[src/rtl/crcreg_pkg.sv]
// crcreg_pkg: shared widths, constants, offsets and the register-select type
// for the byte-serial CRC accumulator. Assumes a 16-bit register port.
package crcreg_pkg;
    localparam int DATA_W = 16;
    localparam int CRC_W  = 16;
    localparam int CNT_W  = 12;
    localparam int IN_W   = 12;
    localparam int BYTE_W = 8;
    localparam int ADDR_W = 4;

    localparam logic [CRC_W-1:0] POLY_REFL = 16'h8408;
    localparam logic [CRC_W-1:0] SEED      = 16'hFFFF;
    localparam logic [CRC_W-1:0] XOROUT    = 16'hFFFF;

    localparam int CLR_BIT = 15;

    localparam logic [ADDR_W-1:0] OFS_CTRL = 4'h0;
    localparam logic [ADDR_W-1:0] OFS_DIN  = 4'h2;
    localparam logic [ADDR_W-1:0] OFS_RES  = 4'h4;

    typedef enum logic [1:0] {
        SEL_NONE = 2'd0,
        SEL_CTRL = 2'd1,
        SEL_DIN  = 2'd2,
        SEL_RES  = 2'd3
    } reg_sel_e;
endpackage

[src/rtl/crc_byte_step.sv]
// crc_byte_step: combinational one-byte update of a reflected CRC.
// It runs BYTE_W shift/xor stages in a generate chain.
// Assumes CRC_W >= BYTE_W and the LSB-first bit order.
module crc_byte_step #(
    parameter int               CRC_W  = 16,
    parameter int               BYTE_W = 8,
    parameter logic [CRC_W-1:0] POLY   = 16'h8408
) (
    input  logic [CRC_W-1:0]  crc_in,
    input  logic [BYTE_W-1:0] byte_in,
    output logic [CRC_W-1:0]  crc_out
);
    logic [CRC_W-1:0] stage [0:BYTE_W];

    // Merge the byte into the low end of the state before shifting.
    assign stage[0] = crc_in ^ {{(CRC_W-BYTE_W){1'b0}}, byte_in};

    generate
        for (genvar i = 0; i < BYTE_W; i++) begin : g_bit
            // One bit: shift right, and apply the polynomial when the bit shifted out is 1.
            assign stage[i+1] = stage[i][0] ? ((stage[i] >> 1) ^ POLY)
                                            : (stage[i] >> 1);
        end
    endgenerate

    assign crc_out = stage[BYTE_W];
endmodule

[src/rtl/crc_sat_counter.sv]
// crc_sat_counter: item counter with synchronous clear that holds at its
// all-ones maximum. Clear takes priority over increment. Reset is synchronous and active-low.
module crc_sat_counter #(
    parameter int W = 12
) (
    input  logic         clk,
    input  logic         rst_n,
    input  logic         clr,
    input  logic         inc,
    output logic [W-1:0] count
);
    localparam logic [W-1:0] MAXV = {W{1'b1}};

    // Update the count: reset or clear to zero, increment below the maximum.
    always_ff @(posedge clk) begin
        if (!rst_n || clr)
            count <= '0;
        else if (inc && count != MAXV)
            count <= count + 1'b1;
    end


    sat_hold_chk: assert property (@(posedge clk) disable iff (!rst_n)
        (count == MAXV && inc && !clr) |=> (count == MAXV));

    inc_step_chk: assert property (@(posedge clk) disable iff (!rst_n)
        (inc && !clr && count != MAXV) |=> (count == $past(count) + 1'b1));

    clr_zero_chk: assert property (@(posedge clk) disable iff (!rst_n)
        clr |=> (count == '0));

    idle_hold_chk: assert property (@(posedge clk) disable iff (!rst_n)
        (!clr && !inc) |=> $stable(count));
endmodule

[src/rtl/crc_reg_decode.sv]
// crc_reg_decode: maps a byte offset onto a register select.
// Offsets that are not mapped decode to SEL_NONE.
module crc_reg_decode
    import crcreg_pkg::*;
(
    input  logic [ADDR_W-1:0] addr,
    output reg_sel_e          sel
);
    // Compare the offset against the three mapped words.
    always_comb begin
        unique case (addr)
            OFS_CTRL: sel = SEL_CTRL;
            OFS_DIN:  sel = SEL_DIN;
            OFS_RES:  sel = SEL_RES;
            default:  sel = SEL_NONE;
        endcase
    end
endmodule

[src/rtl/crc16_regengine.sv]
// crc16_regengine: register-mapped CRC-16 accumulator that software feeds one byte per write.
// Map: 0x0 control (bit 15 clears, bits 11:0 hold the count), 0x2 data in, 0x4 result.
// Reads are combinational. Writes act on the rising edge. Reset is synchronous and active-low.
module crc16_regengine
    import crcreg_pkg::*;
(
    input  logic              clk,
    input  logic              rst_n,
    input  logic              bus_sel,
    input  logic              bus_wr,
    input  logic [ADDR_W-1:0] bus_addr,
    input  logic [DATA_W-1:0] bus_wdata,
    output logic [DATA_W-1:0] bus_rdata
);
    localparam logic [DATA_W-1:0] IN_MASK = DATA_W'((1 << IN_W) - 1);

    reg_sel_e           reg_sel;
    logic               din_wr;
    logic               clr_wr;
    logic [DATA_W-1:0]  din_masked;
    logic [CRC_W-1:0]   crc_q;
    logic [CRC_W-1:0]   crc_next;
    logic [CNT_W-1:0]   item_cnt;

    crc_reg_decode u_dec (
        .addr (bus_addr),
        .sel  (reg_sel)
    );

    // Turn bus strobes into the clear and data-input write events.
    always_comb begin
        din_wr     = bus_sel && bus_wr && (reg_sel == SEL_DIN);
        clr_wr     = bus_sel && bus_wr && (reg_sel == SEL_CTRL) && bus_wdata[CLR_BIT];
        din_masked = bus_wdata & IN_MASK;
    end

    crc_byte_step #(
        .CRC_W  (CRC_W),
        .BYTE_W (BYTE_W),
        .POLY   (POLY_REFL)
    ) u_step (
        .crc_in  (crc_q),
        .byte_in (din_masked[BYTE_W-1:0]),
        .crc_out (crc_next)
    );

    // Hold the running CRC state: seed on reset or clear, fold in a byte on a data write.
    always_ff @(posedge clk) begin
        if (!rst_n || clr_wr)
            crc_q <= SEED;
        else if (din_wr)
            crc_q <= crc_next;
    end

    crc_sat_counter #(.W(CNT_W)) u_cnt (
        .clk   (clk),
        .rst_n (rst_n),
        .clr   (clr_wr),
        .inc   (din_wr),
        .count (item_cnt)
    );

    // Read mux: control shows the count (bit 15 reads 0), result shows the complemented state.
    always_comb begin
        bus_rdata = '0;
        if (bus_sel && !bus_wr) begin
            unique case (reg_sel)
                SEL_CTRL: bus_rdata = {{(DATA_W-CNT_W){1'b0}}, item_cnt};
                SEL_RES:  bus_rdata = crc_q ^ XOROUT;
                default:  bus_rdata = '0;
            endcase
        end
    end


    clr_seed_chk: assert property (@(posedge clk) disable iff (!rst_n)
        clr_wr |=> (crc_q == SEED));

    crc_idle_chk: assert property (@(posedge clk) disable iff (!rst_n)
        (!din_wr && !clr_wr) |=> $stable(crc_q));

    byte_only_chk: assert property (@(posedge clk) disable iff (!rst_n)
        (din_wr && !clr_wr) |=> (item_cnt != '0));

    ctrl_top_zero_chk: assert property (@(posedge clk) disable iff (!rst_n)
        (bus_sel && !bus_wr && bus_addr == OFS_CTRL) |-> (bus_rdata[DATA_W-1] == 1'b0));
endmodule

[config.mk]
export PLATFORM = sky130hd
export DESIGN_NAME = crc16_regengine
export DESIGN_NICKNAME = d
export VERILOG_FILES = /design/src/rtl/crcreg_pkg.sv /design/src/rtl/crc_byte_step.sv /design/src/rtl/crc_sat_counter.sv /design/src/rtl/crc_reg_decode.sv /design/src/rtl/crc16_regengine.sv
export SDC_FILE = /design/constraint.sdc
export NUM_CORES = 1
export LEC_CHECK = 0
export ABC_CLOCK_PERIOD_IN_PS = 1800
export BUFFER_PORTS_ARGS = -buffer_cell sky130_fd_sc_hd__buf_2
export CAP_MARGIN = 5
export CORE_MARGIN = 5
export CORE_UTILIZATION = 45
export CTS_CLUSTER_SIZE = 8
export DETAILED_ROUTE_END_ITERATION = 12
export PLACE_DENSITY = 0.73
export SLEW_MARGIN = 20
export SYNTH_ARGS = -nofsm -noshare
export SYNTH_HDL_FRONTEND = slang
export SYNTH_SLANG_ARGS = --single-unit
[constraint.sdc]
create_clock -name clk -period 1.8 [get_ports clk]
set_input_delay 0.18 -clock clk [delete_from_list [all_inputs] [get_ports clk]]
set_output_delay 0.18 -clock clk [all_outputs]
set_load 0.01 [all_outputs]
==> flow_summary_export.csv <==
group,metric,value,unit
run_status,outcome,"completed",
clocking,insertion_delay,0.28,ns
global_route,antenna_found_initial,0,
critical_path,cp_cell_sequence,"buf_2 > nor3_1 > nand2_1 > a2bb2oi_1 > nor2_1 > buf_2",
clocking,numClockSinks,28,
critical_path,crit_required,1.62,ns
placement,place_congestion,0.799,
clocking,cts_setup_buffers,0,
global_route,grt_pass1_vias,1458,
routing,wl_per_cell,14.0,µm
sta,period_share,88.1,%
critical_path,crit_path_end_kind,"primary output",
floorplanning,die_w,70.7,µm
yosys,synth_xor_area_share,15.1,%
final_layout,drive_gt1_share,21.8,%
clocking,cts_buffer_depth,2,
routing,drc,0,
sta,grt_setup_unrepaired,"false",
sta,setup_violations,0,
floorplanning,rows,22,
yosys,seq_area_frac_synth,33.8,%
clocking,clk_pin_slew,0.10,ns
global_route,gr-total-overflow,0,
yosys,yosysUniqueCellTypes,36,
critical_path,setup.worst_path.class,"in2out",
placement,place_worst_setup_slack,0.148,ns
sta,worst_pin_slew,0.544,ns
critical_path,r2r_slack,0.23,ns
routing,vias,1566,
sta,finalMaxSlewViolations,0,
critical_path,cp_slowest_stage_delay,0.31,ns
routing,drtPass1Iterations,4,
yosys,ys_seq_elements,28,
clocking,ctsHoldBuffers,0,
clocking,cts_resized,0,
final_layout,syn2layout_area_growth,19.6,%
final_layout,antenna_cells,0,
power_and_ir_drop,p_per_area,647,nW/µm²
critical_path,crit_fanout,12,
routing,ant_nets,0,
worst_hold_path,min_path_type,"in2reg",
critical_path,crit_slowest_cell,"nand2_1",
yosys,synthMuxAreaShare,0,%
global_route,grt_max_degree,30,
sta,finClkSkew,0.00589,ns
clocking,cts_inserted_buffers,3,
critical_path,cp_common_cell,"buf_2",
sta,max_freq,631,MHz
clocking,root_buffer,"clkbuf_8",
clocking,htreeDepth,1,
flow_run,cap_violations,0,
sta,final_hold_viol_count,0,
yosys,yosys.area_share.adder,0.754,%
final_layout,fillCellCount,343,
yosys,yosys.area_share.simple,23.7,%
global_route,track_usage,16.1,%
clocking,cts_tree,"done",
power_and_ir_drop,ir_worst_vdd,502,µV
power_and_ir_drop,power.leakage,0.747,nW
yosys,ys_warn_count,0,
floorplanning,die_h,70.7,µm
sta,relSlewSlack,63.6,%
yosys,synth_top_family_by_area,"simple AND/OR/NAND/NOR gates",
placement,place_hpwl,3.08,mm
routing,routed_wl,3.96,mm
yosys,synth_area,1660,µm²
critical_path,startpoint_type,"primary input",
yosys,synth_compound_area_share,23.4,%
floorplanning,core,3610,µm²
sta,setup-tns-final,0,ns
final_layout,fin_nets,260,
sta,hold_ws,0.357,ns
routing,drt_iter0_drc,96,
placement,numPortBuffers,32,
critical_path,cp.arrival,1.41,ns
floorplanning,die_area,5000,µm²
yosys,syn_area_per_cell,8.34,µm²
yosys,syn-num-nets,224,
floorplanning,start_util,46.0,%
floorplanning,pin_count,40,
sta,finalWorstSetupSlack,0.215,ns
global_route,grt_pass1_wl,6.69,mm
yosys,synthCells,199,
sta,period_needed,1.59,ns
routing,vias_per_cell,5.55,
-- layout make-up --
class,count,area [µm²],area share [%]
clock buffers,3,41.3,2.08
clock inverters,1,30.0,1.51
inverters,4,15.0,0.756
multi-input cells,157,1050,52.9
flip-flops and latches,28,561,28.2
well taps,48,60.1,3.02
repair buffers,41,228,11.5
-- cell usage in the layout (no fill, tap or decap) --
cell type and n:
o211ai_1 7, nand3_1 5, nand2_1 11, xor2_1 7, nor2_1 30, clkbuf_8 3, nand4b_1 1, o311ai_0 1
xnor3_1 3, xnor2_1 14, a31oi_1 1, nand4_2 1, and4_1 1, nand3_2 1, a21oi_1 15, nor4b_4 1
bufinv_16 1, nand4_1 3, buf_2 32, or4_1 6, buf_4 9, ha_1 1, dfxtp_1 28, o41ai_1 1
a31o_2 1, nand3b_1 1, o31ai_1 7, nor3_1 3, and3_1 1, and2_0 2, inv_1 4, a2bb2oi_1 12
o21ai_0 14, or3_1 3, and2b_1 1, nor4_2 2
-- kinds of logic after synthesis --
group / after synthesis
and+or+nand+nor: 73
AOI/OAI and AO/OA: 59
DFF: 28
xor gates and xnor gates: 24
buffers and inverters: 14
adders and majority gates: 1
-- worst paths after layout --
path | to | startpoint | cells past startpoint
hold reg to reg | crc_q[11] | crc_q[11] | 2
hold / removal | crc_q[11] | bus_wdata[3] | 3
setup / recovery | bus_rdata[10] | bus_addr[1] | 6
setup reg to reg | u_cnt.count[9] | u_cnt.count[2] | 4
-- stage by stage --
step | util [%] | instances | cell area [µm²] | power, W
2_1_floorplan | - | 199 | 1660 | 0.000747
3_3_place_gp | 53.1 | 278 | 1910 | 0.000797
3_5_place_dp | 53.1 | 278 | 1910 | 0.000800
4_1_cts | 55.1 | 282 | 1990 | 0.00129
5_1_grt | 55.1 | 282 | 1990 | 0.00132
6_report | 55.1 | 282 | 1990 | 0.00129
-- metal layers --
metal / track usage (%) / routed length, µm / vias up
li1: - / - / 798
met1: 20.2 / 1770 / 740
met2: 29.8 / 2040 / 28
met3: 3.41 / 148 / 0
met4: 0.626 / 0 / 0
met5: 0 / 0 / -
-- Yosys cell counts --
cell	count	area, µm²
nand4_2	1	12.5
nand4_1	3	18.8
nand3b_1	1	7.51
o21ai_0	14	70.1
nand4b_1	1	8.76
or3_1	3	18.8
nor4b_4	1	23.8
nand3_1	5	25.0
a31o_2	1	8.76
xnor2_1	14	123
clkbuf_1	8	30.0
and4_1	1	8.76
xnor3_1	3	67.6
a21oi_1	15	75.1
and2_0	2	12.5
nand3_2	1	10.0
inv_1	4	15.0
nor3_1	3	15.0
a31oi_1	1	6.26
or4_1	6	45.0
and3_1	1	6.26
and2b_1	1	7.51
nor4_2	1	12.5
nand2_1	11	41.3
o311ai_0	1	8.76
ha_1	1	12.5
nor4_1	1	6.26
o31ai_1	7	52.6
a2bb2oi_1	12	105
o211ai_1	7	52.6
xor2_1	7	61.3
buf_2	1	5.00
clkbuf_2	1	5.00
o41ai_1	1	8.76
dfxtp_1	28	561
nor2_1	30	113
-- state kept, by name, summed over array words and instances, names as in the netlist --
register	count
crc_q	16
u_cnt.count	12
-- worst max-delay path: cells and delay by family --
kind / cells / cell delay (ns)
buffers and inverters: 2 / 0.28
AOI/OAI and AO/OA: 1 / 0.21
and+or+nand+nor: 3 / 0.73
-- power breakdown --
part	leakage (nW)	internal, W	switching (W)
registers	0.226	0.000623	0.00000453
logic	0.485	0.0000802	0.0000770
clock network	0.0357	0.000298	0.000202
total	0.747	0.00100	0.000283
No activity file was read; power rests on OpenSTA's default activity.
